[src/rtl/tsa_pkg.sv]
`timescale 1ns/100ps
package tsa_pkg;

    localparam int BYTE_BITS = 8;
    localparam int NIB_BITS  = 4;

    // Direction and gating of one channel, derived from the control bits
    typedef struct packed {
        logic in_byte;   // input slot is byte wide
        logic out_byte;  // output slot is byte wide
        logic loop;      // bypass: send captured word
        logic quiet;     // idle
    } lane_mode_t;

    function automatic lane_mode_t decode_mode(logic compress, logic bypass, logic idle);
        lane_mode_t m;
        m.in_byte  = compress;
        m.out_byte = bypass ? compress : ~compress;
        m.loop     = bypass & ~idle;
        m.quiet    = idle;
        return m;
    endfunction

    function automatic int slot_limit(logic is_byte, logic mulaw,
                                      int mu_b, int mu_n, int a_b, int a_n);
        if (mulaw) return is_byte ? mu_b : mu_n;
        return is_byte ? a_b : a_n;
    endfunction

endpackage

[src/rtl/tsa_line_sync.sv]
`timescale 1ns/100ps
module tsa_line_sync #(
    parameter int STAGES = 2
) (
    input  logic clk,
    input  logic rst,
    input  logic dclk,
    input  logic fsync,
    input  logic sdin,
    output logic dclk_rise,
    output logic dclk_fall,
    output logic fsync_s,
    output logic sdin_s
);
    localparam int LAST = STAGES - 1;

    logic [STAGES-1:0] dclk_q, fsync_q, sdin_q;
    logic              dclk_prev;

    always_ff @(posedge clk) begin
        if (rst) begin
            dclk_q    <= '0;
            fsync_q   <= '0;
            sdin_q    <= '0;
            dclk_prev <= 1'b0;
        end else begin
            dclk_q    <= {dclk_q[STAGES-2:0], dclk};
            fsync_q   <= {fsync_q[STAGES-2:0], fsync};
            sdin_q    <= {sdin_q[STAGES-2:0], sdin};
            dclk_prev <= dclk_q[LAST];
        end
    end

    assign dclk_rise = dclk_q[LAST] & ~dclk_prev;
    assign dclk_fall = ~dclk_q[LAST] & dclk_prev;
    assign fsync_s   = fsync_q[LAST];
    assign sdin_s    = sdin_q[LAST];

endmodule

[src/rtl/tsa_bit_timer.sv]
`timescale 1ns/100ps
module tsa_bit_timer #(
    parameter int CNT_W = 10
) (
    input  logic             clk,
    input  logic             rst,
    input  logic             step,
    input  logic             frame_start,
    output logic [CNT_W-1:0] bitcnt
);
    localparam logic [CNT_W-1:0] CNT_MAX = '1;

    // Parked at CNT_MAX until a frame sync is seen; saturates there
    always_ff @(posedge clk) begin
        if (rst) begin
            bitcnt <= CNT_MAX;
        end else if (step) begin
            if (frame_start)
                bitcnt <= '0;
            else if (bitcnt != CNT_MAX)
                bitcnt <= bitcnt + 1'b1;
        end
    end

    AST_FRAME_ZERO: assert property (@(posedge clk) disable iff (rst)
        (step && frame_start) |=> (bitcnt == '0));
    AST_BIT_ADVANCE: assert property (@(posedge clk) disable iff (rst)
        (step && !frame_start && bitcnt != CNT_MAX) |=> (bitcnt == $past(bitcnt) + 1'b1));
    AST_HOLD_BETWEEN: assert property (@(posedge clk) disable iff (rst)
        !step |=> $stable(bitcnt));

endmodule

[src/rtl/tsa_slot_match.sv]
`timescale 1ns/100ps
module tsa_slot_match #(
    parameter int CNT_W     = 10,
    parameter int SLOT_W    = 6,
    parameter bit WANT_LAST = 1'b0
) (
    input  logic [CNT_W-1:0]  bitcnt,
    input  logic              is_byte,
    input  logic [SLOT_W-1:0] slot,
    input  logic [SLOT_W:0]   limit,
    output logic              hit,
    output logic              edge_bit
);
    logic [CNT_W-1:0] idx;
    logic [2:0]       ofs;
    logic             in_range;

    always_comb begin
        idx      = is_byte ? (bitcnt >> 3) : (bitcnt >> 2);
        ofs      = is_byte ? bitcnt[2:0] : {1'b0, bitcnt[1:0]};
        in_range = ({1'b0, slot} < limit);
        hit      = in_range && (idx == CNT_W'(slot));
    end

    generate
        if (WANT_LAST) begin : g_last
            assign edge_bit = hit && (ofs == (is_byte ? 3'd7 : 3'd3));
        end else begin : g_first
            assign edge_bit = hit && (ofs == 3'd0);
        end
    endgenerate

endmodule

[src/rtl/tsa_rx.sv]
`timescale 1ns/100ps
module tsa_rx (
    input  logic       clk,
    input  logic       rst,
    input  logic       fall,
    input  logic       sdin_s,
    input  logic       slot_hit,
    input  logic       slot_last,
    input  logic       in_byte,
    input  logic       idle,
    output logic [7:0] rx_word,
    output logic       rx_valid
);
    logic [6:0] sh;
    logic [7:0] nxt;

    assign nxt = {sh, sdin_s};

    always_ff @(posedge clk) begin
        if (rst) begin
            sh       <= '0;
            rx_word  <= '0;
            rx_valid <= 1'b0;
        end else begin
            rx_valid <= 1'b0;
            if (fall && slot_hit && !idle) begin
                sh <= nxt[6:0];
                if (slot_last) begin
                    rx_word  <= in_byte ? nxt : {4'b0000, nxt[3:0]};
                    rx_valid <= 1'b1;
                end
            end
        end
    end

    AST_RX_ONE_CYCLE: assert property (@(posedge clk) disable iff (rst)
        rx_valid |=> !rx_valid);
    AST_RX_NOT_IDLE: assert property (@(posedge clk) disable iff (rst)
        rx_valid |-> !$past(idle));
    AST_RX_WORD_HELD: assert property (@(posedge clk) disable iff (rst)
        !rx_valid |-> $stable(rx_word));

endmodule

[src/rtl/tsa_tx.sv]
`timescale 1ns/100ps
module tsa_tx (
    input  logic       clk,
    input  logic       rst,
    input  logic       step,
    input  logic       slot_hit,
    input  logic       slot_first,
    input  logic       out_byte,
    input  logic       idle,
    input  logic [7:0] src,
    output logic       sdout,
    output logic       sdout_oe
);
    logic [7:0] sh;
    logic [7:0] load;
    logic       oe_q, sd_q;

    assign load = out_byte ? src : {src[3:0], 4'b0000};

    always_ff @(posedge clk) begin
        if (rst) begin
            sh   <= '0;
            oe_q <= 1'b0;
            sd_q <= 1'b0;
        end else if (step) begin
            if (slot_hit && !idle) begin
                oe_q <= 1'b1;
                if (slot_first) begin
                    sd_q <= load[7];
                    sh   <= {load[6:0], 1'b0};
                end else begin
                    sd_q <= sh[7];
                    sh   <= {sh[6:0], 1'b0};
                end
            end else begin
                oe_q <= 1'b0;
                sd_q <= 1'b0;
            end
        end
    end

    assign sdout_oe = oe_q & ~idle;
    assign sdout    = sd_q & ~idle;

    AST_OE_ON_STEP: assert property (@(posedge clk) disable iff (rst)
        !$stable(oe_q) |-> $past(step));
    AST_TX_QUIET: assert property (@(posedge clk) disable iff (rst)
        !oe_q |-> !sd_q);

endmodule

[src/rtl/tdm_slot_assigner.sv]
`timescale 1ns/100ps
module tdm_slot_assigner
    import tsa_pkg::*;
#(
    parameter int SLOT_W       = 6,
    parameter int SYNC_STAGES  = 2,
    parameter int MU_BYTE_SLOTS = 32,
    parameter int MU_NIB_SLOTS  = 64,
    parameter int A_BYTE_SLOTS  = 32,
    parameter int A_NIB_SLOTS   = 64
) (
    input  logic              clk,
    input  logic              rst,
    input  logic              dclk,
    input  logic              fsync,
    input  logic              sdin,
    input  logic              cfg_compress,
    input  logic              cfg_mulaw,
    input  logic              cfg_bypass,
    input  logic              cfg_idle,
    input  logic              cfg_hwmode,
    input  logic [SLOT_W-1:0] cfg_in_slot,
    input  logic [SLOT_W-1:0] cfg_out_slot,
    input  logic [7:0]        tx_word,
    output logic [7:0]        rx_word,
    output logic              rx_valid,
    output logic              sdout,
    output logic              sdout_oe
);
    localparam int CNT_W = SLOT_W + 4;
    localparam int LIM_W = SLOT_W + 1;

    logic             rise, fall, fsync_s, sdin_s, rise_d;
    logic [CNT_W-1:0] bitcnt;
    lane_mode_t       mode;
    logic [SLOT_W-1:0] in_slot_eff, out_slot_eff;
    logic [LIM_W-1:0]  in_limit, out_limit;
    logic             in_hit, in_last, out_hit, out_first;
    logic [7:0]       tx_src;

    tsa_line_sync #(.STAGES(SYNC_STAGES)) u_sync (
        .clk(clk), .rst(rst), .dclk(dclk), .fsync(fsync), .sdin(sdin),
        .dclk_rise(rise), .dclk_fall(fall), .fsync_s(fsync_s), .sdin_s(sdin_s)
    );

    tsa_bit_timer #(.CNT_W(CNT_W)) u_timer (
        .clk(clk), .rst(rst), .step(rise), .frame_start(fsync_s), .bitcnt(bitcnt)
    );

    // Output side acts one clock after the counter has moved to the new bit
    always_ff @(posedge clk) begin
        if (rst) rise_d <= 1'b0;
        else     rise_d <= rise;
    end

    always_comb begin
        mode         = decode_mode(cfg_compress, cfg_bypass, cfg_idle);
        in_slot_eff  = cfg_hwmode ? '0 : cfg_in_slot;
        out_slot_eff = cfg_hwmode ? '0 : cfg_out_slot;
        in_limit     = LIM_W'(slot_limit(mode.in_byte, cfg_mulaw, MU_BYTE_SLOTS,
                                         MU_NIB_SLOTS, A_BYTE_SLOTS, A_NIB_SLOTS));
        out_limit    = LIM_W'(slot_limit(mode.out_byte, cfg_mulaw, MU_BYTE_SLOTS,
                                         MU_NIB_SLOTS, A_BYTE_SLOTS, A_NIB_SLOTS));
        tx_src       = mode.loop ? rx_word : tx_word;
    end

    tsa_slot_match #(.CNT_W(CNT_W), .SLOT_W(SLOT_W), .WANT_LAST(1'b1)) u_in_match (
        .bitcnt(bitcnt), .is_byte(mode.in_byte), .slot(in_slot_eff),
        .limit(in_limit), .hit(in_hit), .edge_bit(in_last)
    );

    tsa_slot_match #(.CNT_W(CNT_W), .SLOT_W(SLOT_W), .WANT_LAST(1'b0)) u_out_match (
        .bitcnt(bitcnt), .is_byte(mode.out_byte), .slot(out_slot_eff),
        .limit(out_limit), .hit(out_hit), .edge_bit(out_first)
    );

    tsa_rx u_rx (
        .clk(clk), .rst(rst), .fall(fall), .sdin_s(sdin_s),
        .slot_hit(in_hit), .slot_last(in_last), .in_byte(mode.in_byte),
        .idle(mode.quiet), .rx_word(rx_word), .rx_valid(rx_valid)
    );

    tsa_tx u_tx (
        .clk(clk), .rst(rst), .step(rise_d), .slot_hit(out_hit),
        .slot_first(out_first), .out_byte(mode.out_byte), .idle(mode.quiet),
        .src(tx_src), .sdout(sdout), .sdout_oe(sdout_oe)
    );

    AST_IN_RANGE: assert property (@(posedge clk) disable iff (rst)
        rx_valid |-> $past({1'b0, in_slot_eff} < in_limit));
    AST_OUT_RANGE: assert property (@(posedge clk) disable iff (rst)
        $rose(sdout_oe) |-> ({1'b0, out_slot_eff} < out_limit));
    AST_HW_CAPTURE_SLOT0: assert property (@(posedge clk) disable iff (rst)
        (rx_valid && $past(cfg_hwmode) && $past(cfg_compress)) |-> ($past(bitcnt) == CNT_W'(7)));

endmodule

[config.mk]
export PLATFORM = sky130hd
export DESIGN_NAME = tdm_slot_assigner
export DESIGN_NICKNAME = d
export VERILOG_FILES = /design/src/rtl/tsa_pkg.sv /design/src/rtl/tsa_line_sync.sv /design/src/rtl/tsa_bit_timer.sv /design/src/rtl/tsa_slot_match.sv /design/src/rtl/tsa_rx.sv /design/src/rtl/tsa_tx.sv /design/src/rtl/tdm_slot_assigner.sv
export SDC_FILE = /design/constraint.sdc
export NUM_CORES = 1
export LEC_CHECK = 0
export ABC_CLOCK_PERIOD_IN_PS = 2700
export BUFFER_PORTS_ARGS = -buffer_cell sky130_fd_sc_hd__buf_2
export CAP_MARGIN = 20
export CORE_AREA = 2 2 80 82
export CTS_CLUSTER_SIZE = 30
export DETAILED_ROUTE_END_ITERATION = 10
export DIE_AREA = 0 0 82 84
export SETUP_SLACK_MARGIN = 0.1
export SYNTH_ARGS = -nofsm -noshare
export SYNTH_HDL_FRONTEND = slang
export SYNTH_SLANG_ARGS = --single-unit
[constraint.sdc]
create_clock -name clk -period 2.7 [get_ports clk]
set_input_delay 0.135 -clock clk [delete_from_list [all_inputs] [get_ports clk]]
set_output_delay 0.135 -clock clk [all_outputs]
set_load 0.05 [all_outputs]
### Yosys cells after proc, flatten, opt, wreduce, memory -nomap -nowiden

Cells that the tools add are included.

* bitwise gates (word level): 10
* reductions and logical operators: 14
* multiplexer cells: 25
* order comparisons: 2
* equal/unequal tests: 4
* $add $sub $neg: 1

Operators by type and width (count)
* $mux W8: 6
* $mux W7: 6
* $eq A10 B6 Y1: 2
* $mux W10: 2
* $lt A6 B7 Y1: 2
* $mux W6: 2
* $add A10 B1 Y10 const B: 1
* $ne A10 B10 Y1 const B: 1
* $mux W3: 3
* $logic_and A1 B1 Y1: 7
* $mux W1: 6
* $reduce_and A2 Y1: 3
* $and A1 B1 Y1: 5
* $not A1 Y1: 5
* $eq A3 B3 Y1: 1
* $logic_not A3 Y1: 1
* $reduce_bool A2 Y1: 1
* $reduce_or A2 Y1: 1
* $logic_not A1 Y1: 1

* output and inout bits: 11
* flip-flop bits (word level): 44
* word-level logic and storage cells: 68

### Depth between registers and ports, before layout

Gate-level depths: netlist of run 1.

* depth after elaboration: 10
* depth in mapped cells: 10
* gate-level depth less buffers: 8

### Cells and area by module

A second synthesis of run 1 with hierarchy kept.

* cell total of the unflattened synthesis: 303
* area total of the unflattened synthesis: 2866.5 sq um

Modules (own cells, without submodules)
* tsa_rx: cells each 59, area each 669.4 sq um, sequential area each 320.3 sq um, times used 1
* tsa_bit_timer: cells each 64, area each 579.3 sq um, sequential area each 200.2 sq um, times used 1
* tsa_tx: cells each 54, area each 491.7 sq um, sequential area each 180.2 sq um, times used 1
* tsa_slot_match at u_out_match: cells each 40, area each 346.6 sq um, sequential area each 0.0 sq um, times used 1
* tsa_slot_match at u_in_match: cells each 41, area each 320.3 sq um, sequential area each 0.0 sq um, times used 1
* tdm_slot_assigner: cells each 29, area each 262.8 sq um, sequential area each 20.0 sq um, times used 1
* tsa_line_sync: cells each 16, area each 196.4 sq um, sequential area each 140.1 sq um, times used 1

### Worst setup path after synthesis of run 1

No wires, ideal clock.

* kind: reg-to-reg
* start point: register u_timer.bitcnt[0]
* end point: register u_timer.bitcnt[7]
* library setup time: 0.134 ns
* cell stages (with the launch flop): 9
* setup slack: 0.574 ns
* period minus slack after synthesis: 2.126 ns
* data arrival time: 1.992 ns
* path through: dfxtp_1 > ha_1 > and3_1 > nand2_1 > o311ai_1 > nor3_1 > nand3_1 > xor2_1 > o21ai_0

* longest elaborated chain between the ends: 3

Ends and longest elaborated chain
* start, declared: line tsa_bit_timer.sv:9 `output logic [CNT_W-1:0] bitcnt`
* start signal, assigned: line tsa_bit_timer.sv:21 `bitcnt <= bitcnt + 1'b1;`
* $add A10 B1 Y10 / $ne A10 B10 Y1 (equally long branches): line tsa_bit_timer.sv:21, tsa_bit_timer.sv:20
* $mux W10 / $reduce_bool A2 Y1 (equally long branches)
* $mux W10 / $reduce_and A2 Y1 (equally long branches)

Several ways; a longest one is shown, not always the timed one. The select of a mux whose other input is x is not followed.
A chain may end at the register's enable or synchronous reset.

### Worst setup path in the final report of run 1

* start point: register u_timer.bitcnt[5]
* end point: register u_tx.sh[5]

* longest elaborated chain between the ends: 5

Ends and longest elaborated chain
* $mux W8 (*): line tsa_slot_match.sv:19 `idx = is_byte ? (bitcnt >> 3) : (bitcnt >> 2);`
* $eq A10 B6 Y1 (*): line tsa_slot_match.sv:22 `hit = in_range && (idx == CNT_W'(slot));`
* $logic_and A1 B1 Y1 (*): line tsa_slot_match.sv:22
* $logic_and A1 B1 Y1, on equally long branches: line tsa_slot_match.sv:29, tsa_tx.sv:26
* $mux W8 / $reduce_and A2 Y1 (equally long branches)
* end signal, assigned: line tsa_tx.sv:30 `sh <= {load[6:0], 1'b0};`
* end signal, assigned: line tsa_tx.sv:33 `sh <= {sh[6:0], 1'b0};`
* end, declared: line tsa_tx.sv:14 `logic [7:0] sh;`

Every way passes the cells marked *; elsewhere a longest branch is shown, timed or not.

==> results.toml, run 1 <==
[status]
status = "complete, no violations"

[synth]
synth_area_per_cell_um2 = 8.86
synthFlopType = "dfxtp_1"
ys_async_sr_fraction = 0
yosysTopAreaCell = "dfxtp_1"
synth_warnings = 0
synth_top_area_frac = 0.365
synth.cell_area_um2 = 2360
synthCells = 266
yosysSeqAreaShare = 0.365
ys_types = 41
synth-edff-count = 0
synth-seq-cells = 43
synth_area_leaders = "dfxtp_1, mux2i_1, nor2_1, xnor2_1, o21ai_0"
syn-num-nets = 298

[detailed_routing]
num_vias = 1882
ant_nets = 0
drt-pass1-iter-count = 4
drt_iter0_markers = 136
wl_per_cell_um = 13.6
drc = 0
via_per_inst = 5.01
wl_mm = 5.10

[global_routing]
grt_pass1_vias = 1625
grtUsageTotal = 0.150
grt_overflow = 0
grt_pass1_wl_mm = 8.09
grt_max_degree = 28
antenna_found_initial = 0

[clocking]
htreeDepth = 2
clk_pin_slew_ps = 90
cts_hold_buf = 0
postCtsSetupBuffers = 0
clock_path_buffers = 2
cts_tree = "yes"
clk_latency_ps = 290
cts.sinks = 43
ctsResizeCount = 0
numCtsBuffers = 5
root_buffer = "clkbuf_8"

[timing]
fin_crit_ps = 2150
setup_viol = 0
tns_ps = 0
clock_skew_ps = 14.6
relSlewSlack = 0.659
holdWs_ps = 59.6
hold_violations = 0
final.period_utilization = 0.795
rsz0062_at_grt = "no"
slew_violations = 0
setup_slack_ps = 554
max_freq_mhz = 466
tightestPinTransition_ps = 510

[critical_path]
critPathSlowestCell = "dfxtp_1"
setup.worst_path.start_class = "flip-flop"
cpMostUsedCell = "mux2i_1"
required_ps = 2880
cpPeakStageDelay_ps = 600
crit_fanout = 11
critical_path.top_delay_family = "simple AND/OR/NAND/NOR gates"
worstSetupEndpointType = "flip-flop"
crit_arrival_ps = 2330
crit_chain = "mux2i_1, xnor2_1, nand4_2, nor3_4, mux2i_1, a21oi_2"
critPathBufInv = 0
path_class = "reg2reg"

[die]
io_pins = 41
die-area_um2 = 6890
rows = 29
initial_core_util = 0.386
die_h_um = 84
die_w_um = 82
core-area_um2 = 6100

[hold_path]
hold_class = "in2reg"

[place]
dp_hpwl_mm = 3.66
io_buffers = 39
post-place-ws_ps = 295
gp_congestion = 0.774

[finish]
seq_area_um2 = 861
final_nets = 330
areaGrowthSynthToFinish_pct = 13.4
fin_util = 0.438
n_antenna_cell = 0
multi_input_area_um2 = 1370
nFillCells = 609
drive_above_1_share = 0.221

[power]
ir_drop_uv = 296
power.leakage_nw = 1.20
power.total_mw = 1.29
p_per_area_nw_per_um2 = 484

[flow_run]
maxCapViolCount = 0
-- layout make-up --
| type | count | share of cell area |
|---|---|---|
| multi-input cells | 195 | 0.513 |
| flip-flops and latches | 43 | 0.322 |
| repair buffers | 43 | 0.0843 |
| well taps | 77 | 0.0360 |
| clock buffers | 7 | 0.0286 |
| inverters | 10 | 0.0140 |
| clock inverters | 1 | 0.00187 |
-- stage by stage --
stage	std cells	area, um2
CTS	376	2670
floorplan	266	2360
global placement	368	2590
finish	376	2670
global route	376	2670
detailed placement	368	2590
-- cells in the final DEF, fill, tap and decap left out, types with 2 or more instances in the layout --
| cell type | synthesis | final |
|---|---|---|
| o311ai_0 | 4 | 4 |
| o21ai_0 | 17 | 17 |
| mux2_2 | 5 | 5 |
| nor3b_1 | 2 | 2 |
| a21oi_1 | 12 | 12 |
| nor2b_1 | 9 | 9 |
| inv_1 | 10 | 10 |
| mux2i_1 | 34 | 34 |
| nand3_1 | 5 | 5 |
| a21oi_2 | 6 | 6 |
| nor2_1 | 28 | 28 |
| nand4_1 | 4 | 4 |
| a31oi_1 | 2 | 2 |
| o211ai_1 | 2 | 2 |
| xor2_1 | 2 | 2 |
| dfxtp_1 | 43 | 43 |
| ha_1 | 2 | 2 |
| xnor2_1 | 11 | 11 |
| buf_4 | 1 | 4 |
| buf_2 | 6 | 39 |
| clkbuf_1 | 10 | 2 |
| nand2_1 | 13 | 13 |
| nand2b_1 | 12 | 12 |
| nor3_1 | 4 | 4 |
| clkbuf_8 | 0 | 5 |
| and3_1 | 2 | 2 |
| nor4_1 | 5 | 5 |
-- worst paths after layout --
check / startpoint / endpoint / slack (ps) / depth (start not counted)
setup / recovery: u_timer.bitcnt[5]$_SDFFE_PP1P_ / u_tx.sh[5]$_SDFFE_PP0P_ / 550 / 6
hold / removal: sdin / u_sync.sdin_q[0]$_SDFF_PP0_ / 60 / 2
setup reg to reg: u_timer.bitcnt[5]$_SDFFE_PP1P_ / u_tx.sh[5]$_SDFFE_PP0P_ / 550 / 6
hold reg to reg: u_sync.fsync_q[0]$_SDFF_PP0_ / u_sync.fsync_q[1]$_SDFF_PP0_ / 440 / 1
-- flip-flops by register name, indices dropped and copies added, names as in the netlist, 2 cells and up --
name,cells
u_sync.dclk_q,2
u_rx.rx_word,8
u_tx.sh,7
u_sync.sdin_q,2
u_timer.bitcnt,10
u_sync.fsync_q,2
u_rx.sh,7
-- per-layer routing --
metal | global-route usage | routed length (um)
met5 | 0 | 0
met4 | 0.0364 | 44
met3 | 0.0292 | 189
met2 | 0.214 | 2220
met1 | 0.228 | 2640
-- logic make-up after synthesis --
family          Yosys count  synth area share
fa+ha+maj                 2            0.0106
buf+inv                  28            0.0526
mux                      39             0.168
xor+xnor                 14            0.0600
simple gates             91             0.209
flops                    43             0.365
compound gates           49             0.134
-- cells in the mapped netlist (all sizes together) (2+ instances only) --
cell type	number
a211oi	2
a21oi	18
a31oi	2
and3	2
buf	8
clkbuf	10
dfxtp	43
ha	2
inv	10
mux2	5
mux2i	34
nand2	13
nand2b	12
nand3	5
nand4	5
nor2	28
nor2b	9
nor3	5
nor3b	2
nor4	6
o211ai	2
o21ai	17
o311ai	5
xnor2	12
xor2	2
-- report_power, final --
part,switching (mW),internal (mW)
combinational,0.117,0.0995
sequential,0.0327,0.651
clock,0.212,0.182
total,0.362,0.933
(Power assumes the default switching activity.)
==> inputs of run 2 (changes only) <==
--- a/config.mk
+++ b/config.mk
@@ -5,7 +5,7 @@
 export SDC_FILE = /design/constraint.sdc
 export NUM_CORES = 1
 export LEC_CHECK = 0
-export ABC_CLOCK_PERIOD_IN_PS = 2700
+export ABC_CLOCK_PERIOD_IN_PS = 2230
 export BUFFER_PORTS_ARGS = -buffer_cell sky130_fd_sc_hd__buf_2
 export CAP_MARGIN = 20
 export CORE_AREA = 2 2 80 82
==> constraint.sdc (replaced) <==
create_clock -name clk -period 2.23 [get_ports clk]
set_input_delay 0.1115 -clock clk [delete_from_list [all_inputs] [get_ports clk]]
set_output_delay 0.1115 -clock clk [all_outputs]
set_load 0.05 [all_outputs]
==> run 2 against run 1 <==
Compared with the run above:
- clock skew decreased by 8.8 ps
- global-route usage grew 0.53 points
- sequential share of layout area decreased by 1.1 points
- critical path depth grew 2
- worst hold slack lost 39 ps
- first-iteration DRC count grew 6.6%
- critical path type unchanged
- highest routed layer unchanged
- total power up 23%
- count of clock-buffer cells in the layout decreased by 1
==> results.toml, run 2 (synthesis gave the netlist of run 1 again) <==
[finish]
drive_above_1_share = 0.250
final_nets = 339
reg_top3 = "u_timer.bitcnt: 10 flops, u_rx.rx_word: 8 flops"
largest-register = "u_timer.bitcnt"
final_common_cell = "dfxtp_1"
largest_register_ffs = 10
areaGrowthSynthToFinish_pct = 17.4
design_area_um2 = 2770
n_antenna_cell = 0
final_cell_mix = "dfxtp_1, buf_2, mux2i_1"
nFillCells = 615

[detailed_routing]
drt_iter0_markers = 145
drt-pass1-iter-count = 4
ant_nets = 0
wl_mm = 5.15
drc = 0
num_vias = 1961
wl_per_cell_um = 13.4
via_per_inst = 5.09

[clocking]
cts.sinks = 43
postCtsSetupBuffers = 0
clock_path_buffers = 2
htreeDepth = 2
clk_latency_ps = 300
clk_pin_slew_ps = 80
root_buffer = "clkbuf_8"
numCtsBuffers = 5
cts_tree = "yes"

[power]
p_sw_mw = 0.452
sw_frac_of_total = 0.283
p_per_area_nw_per_um2 = 578
seq_power_share = 0.511
ir_drop_uv = 311
power.leakage_nw = 1.24
power_frac_clock = 0.304
p_int_mw = 1.15
power_frac_comb = 0.184

[critical_path]
worstSetupEndpointType = "flip-flop"
required_ps = 2390
setup.worst_path.start_class = "flip-flop"
r2r_start = "u_timer.bitcnt[0]$_SDFFE_PP1P_"
cp-startpoint = "u_timer.bitcnt[0]$_SDFFE_PP1P_"
crit_arrival_ps = 2130
crit_fanout = 7
path_class = "reg2reg"

[die]
core-area_um2 = 6100
rows = 29
die_h_um = 84
die-area_um2 = 6890
initial_core_util = 0.386
io_pins = 41
die_w_um = 82

[timing]
final.period_utilization = 0.886
setup_viol = 0
clock_skew_ps = 5.83
max_freq_mhz = 506
hold_violations = 0
fin_crit_ps = 1980
tightestPinTransition_ps = 514
rsz0062_at_grt = "no"
slew_violations = 0
tns_ps = 0
relSlewSlack = 0.657

[global_routing]
grt_overflow = 0
grt_pass1_vias = 1693
grt_pass1_wl_mm = 8.22
grtUsageTotal = 0.155
antenna_found_initial = 0
grt_max_degree = 28

[place]
io_buffers = 39
place_area_um2 = 2670
dp_hpwl_mm = 3.83
gp_congestion = 0.799

[hold_path]
hold_class = "in2reg"
worstHoldStart = "fsync"

[flow_run]
maxCapViolCount = 0

[status]
status = "complete, no violations"
run 2: cell count changes in the layout (fill, tap and decap cells not counted):
cell and change:
buf_4 +8, a311oi_1 -1, or2_4 +1, clkbuf_1 -1
a311oi_2 +1, or2_2 -1, clkinvlp_4 +1, buf_12 +1
run 2: critical path, stage by stage (launching register included):
cell and delay [ps]:
dfxtp_1 360, ha_1 230, and3_1 230, nand2_1 130
o311ai_1 140, buf_4 180, nor4_1 330, xnor2_1 150
o21ai_0 80
run 2: per-stage QoR:
step | total power, mW | util | std cells | setup WS, ps | hold slack [ps]
6_report | 1.60 | 0.454 | 385 | 255 | 20.2
5_1_grt | 1.69 | 0.454 | 385 | 113 | 8.14
4_1_cts | 1.62 | 0.452 | 385 | 223 | 9.60
3_5_place_dp | 1.13 | 0.438 | 377 | 137 | 323
3_3_place_gp | 1.12 | 0.438 | 377 | 146 | 323
2_1_floorplan | 1.04 | - | 266 | 104 | 240
run 2: metal layers:
metal  vias up  global-route usage  share of wire
li1       1015                   -              -
met1       900               0.216           0.50
met2        38               0.232           0.44
met3         8              0.0325          0.037
met4         0              0.0591          0.019
met5         -                   0              0
run 2: final cells by class:
class                      count  area, um2  share of cell area
clock inverter                 2       12.5             0.00452
inverter                      10       37.5              0.0136
sequential                    43        861               0.311
timing repair buffer          52        305               0.110
tap                           77       96.3              0.0348
clock buffer                   6       72.6              0.0262
multi-input combinational    195       1380               0.499
run 2: worst paths after layout:
kind | slack (ps) | endpoint | cells past startpoint
setup / recovery | 250 | u_timer.bitcnt[9]$_SDFFE_PP1P_ | 8
hold / removal | 20 | u_sync.fsync_q[0]$_SDFF_PP0_ | 2
setup reg to reg | 250 | u_timer.bitcnt[9]$_SDFFE_PP1P_ | 8
hold reg to reg | 440 | u_sync.fsync_q[1]$_SDFF_PP0_ | 1
run 2: what timing repair did:
item | CTS | global route
setup endpoints to repair | 0 | 8
gates resized for setup | 0 | 2
hold buffers | 0 | 0
run 2: power groups by stage:
stage               clock [mW]  sequential, mW  combinational, mW
global route             0.544           0.822              0.325
global placement             0           0.835              0.289
finish                   0.486           0.817              0.294
CTS                      0.504           0.817              0.294
detailed placement           0           0.835              0.293
floorplan                    0           0.818              0.220
==> inputs of run 3 (changes only) <==
--- a/config.mk
+++ b/config.mk
@@ -5,13 +5,14 @@
 export SDC_FILE = /design/constraint.sdc
 export NUM_CORES = 1
 export LEC_CHECK = 0
+export ABC_AREA = 1
 export ABC_CLOCK_PERIOD_IN_PS = 2230
 export BUFFER_PORTS_ARGS = -buffer_cell sky130_fd_sc_hd__buf_2
 export CAP_MARGIN = 20
-export CORE_AREA = 2 2 80 82
+export CORE_AREA = 2 2 83 85
 export CTS_CLUSTER_SIZE = 30
 export DETAILED_ROUTE_END_ITERATION = 10
-export DIE_AREA = 0 0 82 84
+export DIE_AREA = 0 0 85 87
 export SETUP_SLACK_MARGIN = 0.1
 export SYNTH_ARGS = -nofsm -noshare
 export SYNTH_HDL_FRONTEND = slang
==> run 3 against run 2 <==
Compared with the run above:
- count of clock-buffer cells in the layout stayed put
- routed wire length is 13% higher
- via count is 25% higher
- core utilization is 0.89 points lower
- sequential power is 0.5% lower
- critical endpoint is now u_rx.rx_word[5]$_SDFFE_PP0P_
- largest power group unchanged
==> results.toml, run 3 <==
[clocking]
htreeDepth = 2
numCtsBuffers = 5
postCtsSetupBuffers = 0
root_buffer = "clkbuf_8"
cts_hold_buf = 0
clk_pin_slew_ps = 80
cts_tree = "yes"
clk_latency_ps = 290
cts.sinks = 43
clock_path_buffers = 2

[critical_path]
worstSetupEndpointType = "flip-flop"
reg2reg_depth = 11
crit_fanout = 9
r2r_start = "u_timer.bitcnt[3]$_SDFFE_PP1P_"
path_class = "reg2reg"
required_ps = 2410
setup.worst_path.start_class = "flip-flop"
crit_arrival_ps = 2000
r2r_end = "u_rx.rx_word[5]$_SDFFE_PP0P_"
rrSetupSlack_ps = 410

[die]
die_w_um = 85
rows = 30
initial_core_util = 0.389
core-area_um2 = 6570
die-area_um2 = 7400
die_h_um = 87
io_pins = 41

[synth]
yosysMostFrequentCell = "nand2_1"
ys_types = 33
yosys-top-cells-count = "nand2_1, inv_1, nor2_1"
syn-num-nets = 424
synth-edff-count = 0
synth_area_leaders = "dfxtp_1, nand2_1, inv_1, nor2_1, nand3_1"
yosysTopAreaCell = "dfxtp_1"
synth_warnings = 0
synth-seq-cells = 43
synthCells = 392
synth.cell_area_um2 = 2550
ys_async_sr_fraction = 0
synthFlopType = "dfxtp_1"
synth_top_area_frac = 0.337
synth_area_per_cell_um2 = 6.52
yosysSeqAreaShare = 0.337

[finish]
design_area_um2 = 2920
reg_top3 = "u_timer.bitcnt: 10 flops, u_rx.rx_word: 8 flops"
drive_above_1_share = 0.190
final_nets = 463
n_antenna_cell = 0
largest_register_ffs = 10
largest-register = "u_timer.bitcnt"
final_common_cell = "nand2_1"
final_cell_mix = "nand2_1, inv_1, nor2_1"
areaGrowthSynthToFinish_pct = 14.3

[status]
status = "complete, no violations"

[power]
ir_drop_uv = 296
p_per_area_nw_per_um2 = 613
power.leakage_nw = 1.50

[detailed_routing]
num_vias = 2444
drt-pass1-iter-count = 4
via_per_inst = 4.77
wl_per_cell_um = 11.4
ant_nets = 0
drc = 0
wl_mm = 5.84
drt_iter0_markers = 106

[timing]
relSlewSlack = 0.563
hold_violations = 0
setup_slack_ps = 405
fin_crit_ps = 1820
rsz0062_at_grt = "no"
slew_violations = 0
tightestPinTransition_ps = 654
tns_ps = 0
max_freq_mhz = 548
holdWs_ps = 14.5
final.period_utilization = 0.818
clock_skew_ps = 2.54
setup_viol = 0

[global_routing]
grt_pass1_wl_mm = 9.88
antenna_found_initial = 0
grt_pass1_vias = 2210
grt_max_degree = 23
grtUsageTotal = 0.163
grt_overflow = 0

[hold_path]
worstHoldStart = "sdin"
holdPathEnd = "u_sync.sdin_q[0]$_SDFF_PP0_"
hold_class = "in2reg"
hold_path_depth = 3

[place]
gp_congestion = 0.865
io_buffers = 39
place_area_um2 = 2800
dp_hpwl_mm = 4.53
post-place-ws_ps = 327

[flow_run]
maxCapViolCount = 0
-- run 3: changes by cell type after synthesis, sizes merged, moves of 6 or more --
cell / change
xnor2: -10
nand2b: -12
inv: +50
nand3: +34
nand2: +80
o21ai: +13
nor4: -6
clkbuf: -6
mux2i: -32
nor2: +30
nor2b: -9
-- run 3: worst max path at each step --
| stage | to | start |
|---|---|---|
| floorplan | u_timer.bitcnt[9]$_SDFFE_PP1P_ | u_timer.bitcnt[0]$_SDFFE_PP1P_ |
| global placement | u_timer.bitcnt[4]$_SDFFE_PP1P_ | u_timer.bitcnt[1]$_SDFFE_PP1P_ |
| detailed placement | u_tx.sh[5]$_SDFFE_PP0P_ | cfg_compress |
| CTS | u_timer.bitcnt[4]$_SDFFE_PP1P_ | u_timer.bitcnt[1]$_SDFFE_PP1P_ |
| global route | u_rx.rx_word[5]$_SDFFE_PP0P_ | u_timer.bitcnt[3]$_SDFFE_PP1P_ |
| finish | u_rx.rx_word[5]$_SDFFE_PP0P_ | u_timer.bitcnt[3]$_SDFFE_PP1P_ |
-- run 3: cell type report --
type                       instances  area (um2)
inverter                          60         228
fill                             730        3650
timing repair buffer              45         240
clock inverter                     2        38.8
clock buffer                       6        82.6
tap                               80         100
multi-input combinational        276        1370
sequential                        43         861
-- run 3: power by group --
group	total (mW)	switching, mW	internal, mW	leakage (nW)
sequential	0.813	0.0251	0.788	0.349
combinational	0.336	0.209	0.127	1.09
clock	0.643	0.274	0.369	0.0618
-- run 3: layer usage --
| layer | vias up | track usage | share of wire |
|---|---|---|---|
| met3 | 7 | 0.0294 | 0.021 |
| met1 | 1079 | 0.215 | 0.50 |
| li1 | 1331 | - | - |
| met2 | 27 | 0.276 | 0.47 |
| met5 | - | 0 | 0 |
| met4 | 0 | 0.0433 | 0.012 |
-- run 3: timing repair --
item,CTS,global route
setup endpoints to repair,0,1
hold endpoints to repair,0,0
resized for setup,0,1
-- run 3: metrics by stage --
step	std cells	util	power, mW
2_1_floorplan	392	-	1.08
3_3_place_gp	504	0.426	1.16
3_5_place_dp	504	0.426	1.17
4_1_cts	512	0.444	1.81
5_1_grt	512	0.445	1.89
6_report	512	0.445	1.79
-- run 3: logic make-up (layout without fill, tap and decap cells) --
logic type / Yosys count / after routing / share of synthesized area
AND/OR/NAND/NOR: 197 / 197 / 0.343
adder cells (fa/ha/maj): 2 / 2 / 0.00979
buffers and inverters: 73 / 113 / 0.127
AO/OA/AOI/OAI: 68 / 68 / 0.151
flip-flops: 43 / 43 / 0.337
multiplexers: 2 / 2 / 0.00784
XOR/XNOR: 7 / 7 / 0.0240
-- run 3: critical path: stages, from the launching register on --
cell and delay, ps:
dfxtp_1 430, inv_1 100, nand2_1 60, o21ai_1 80
nand2_1 100, nand4_1 110, nor2_1 130, nand3_2 220
nor2_4 240, o21ai_0 110, o21ai_0 80, nor2_1 50
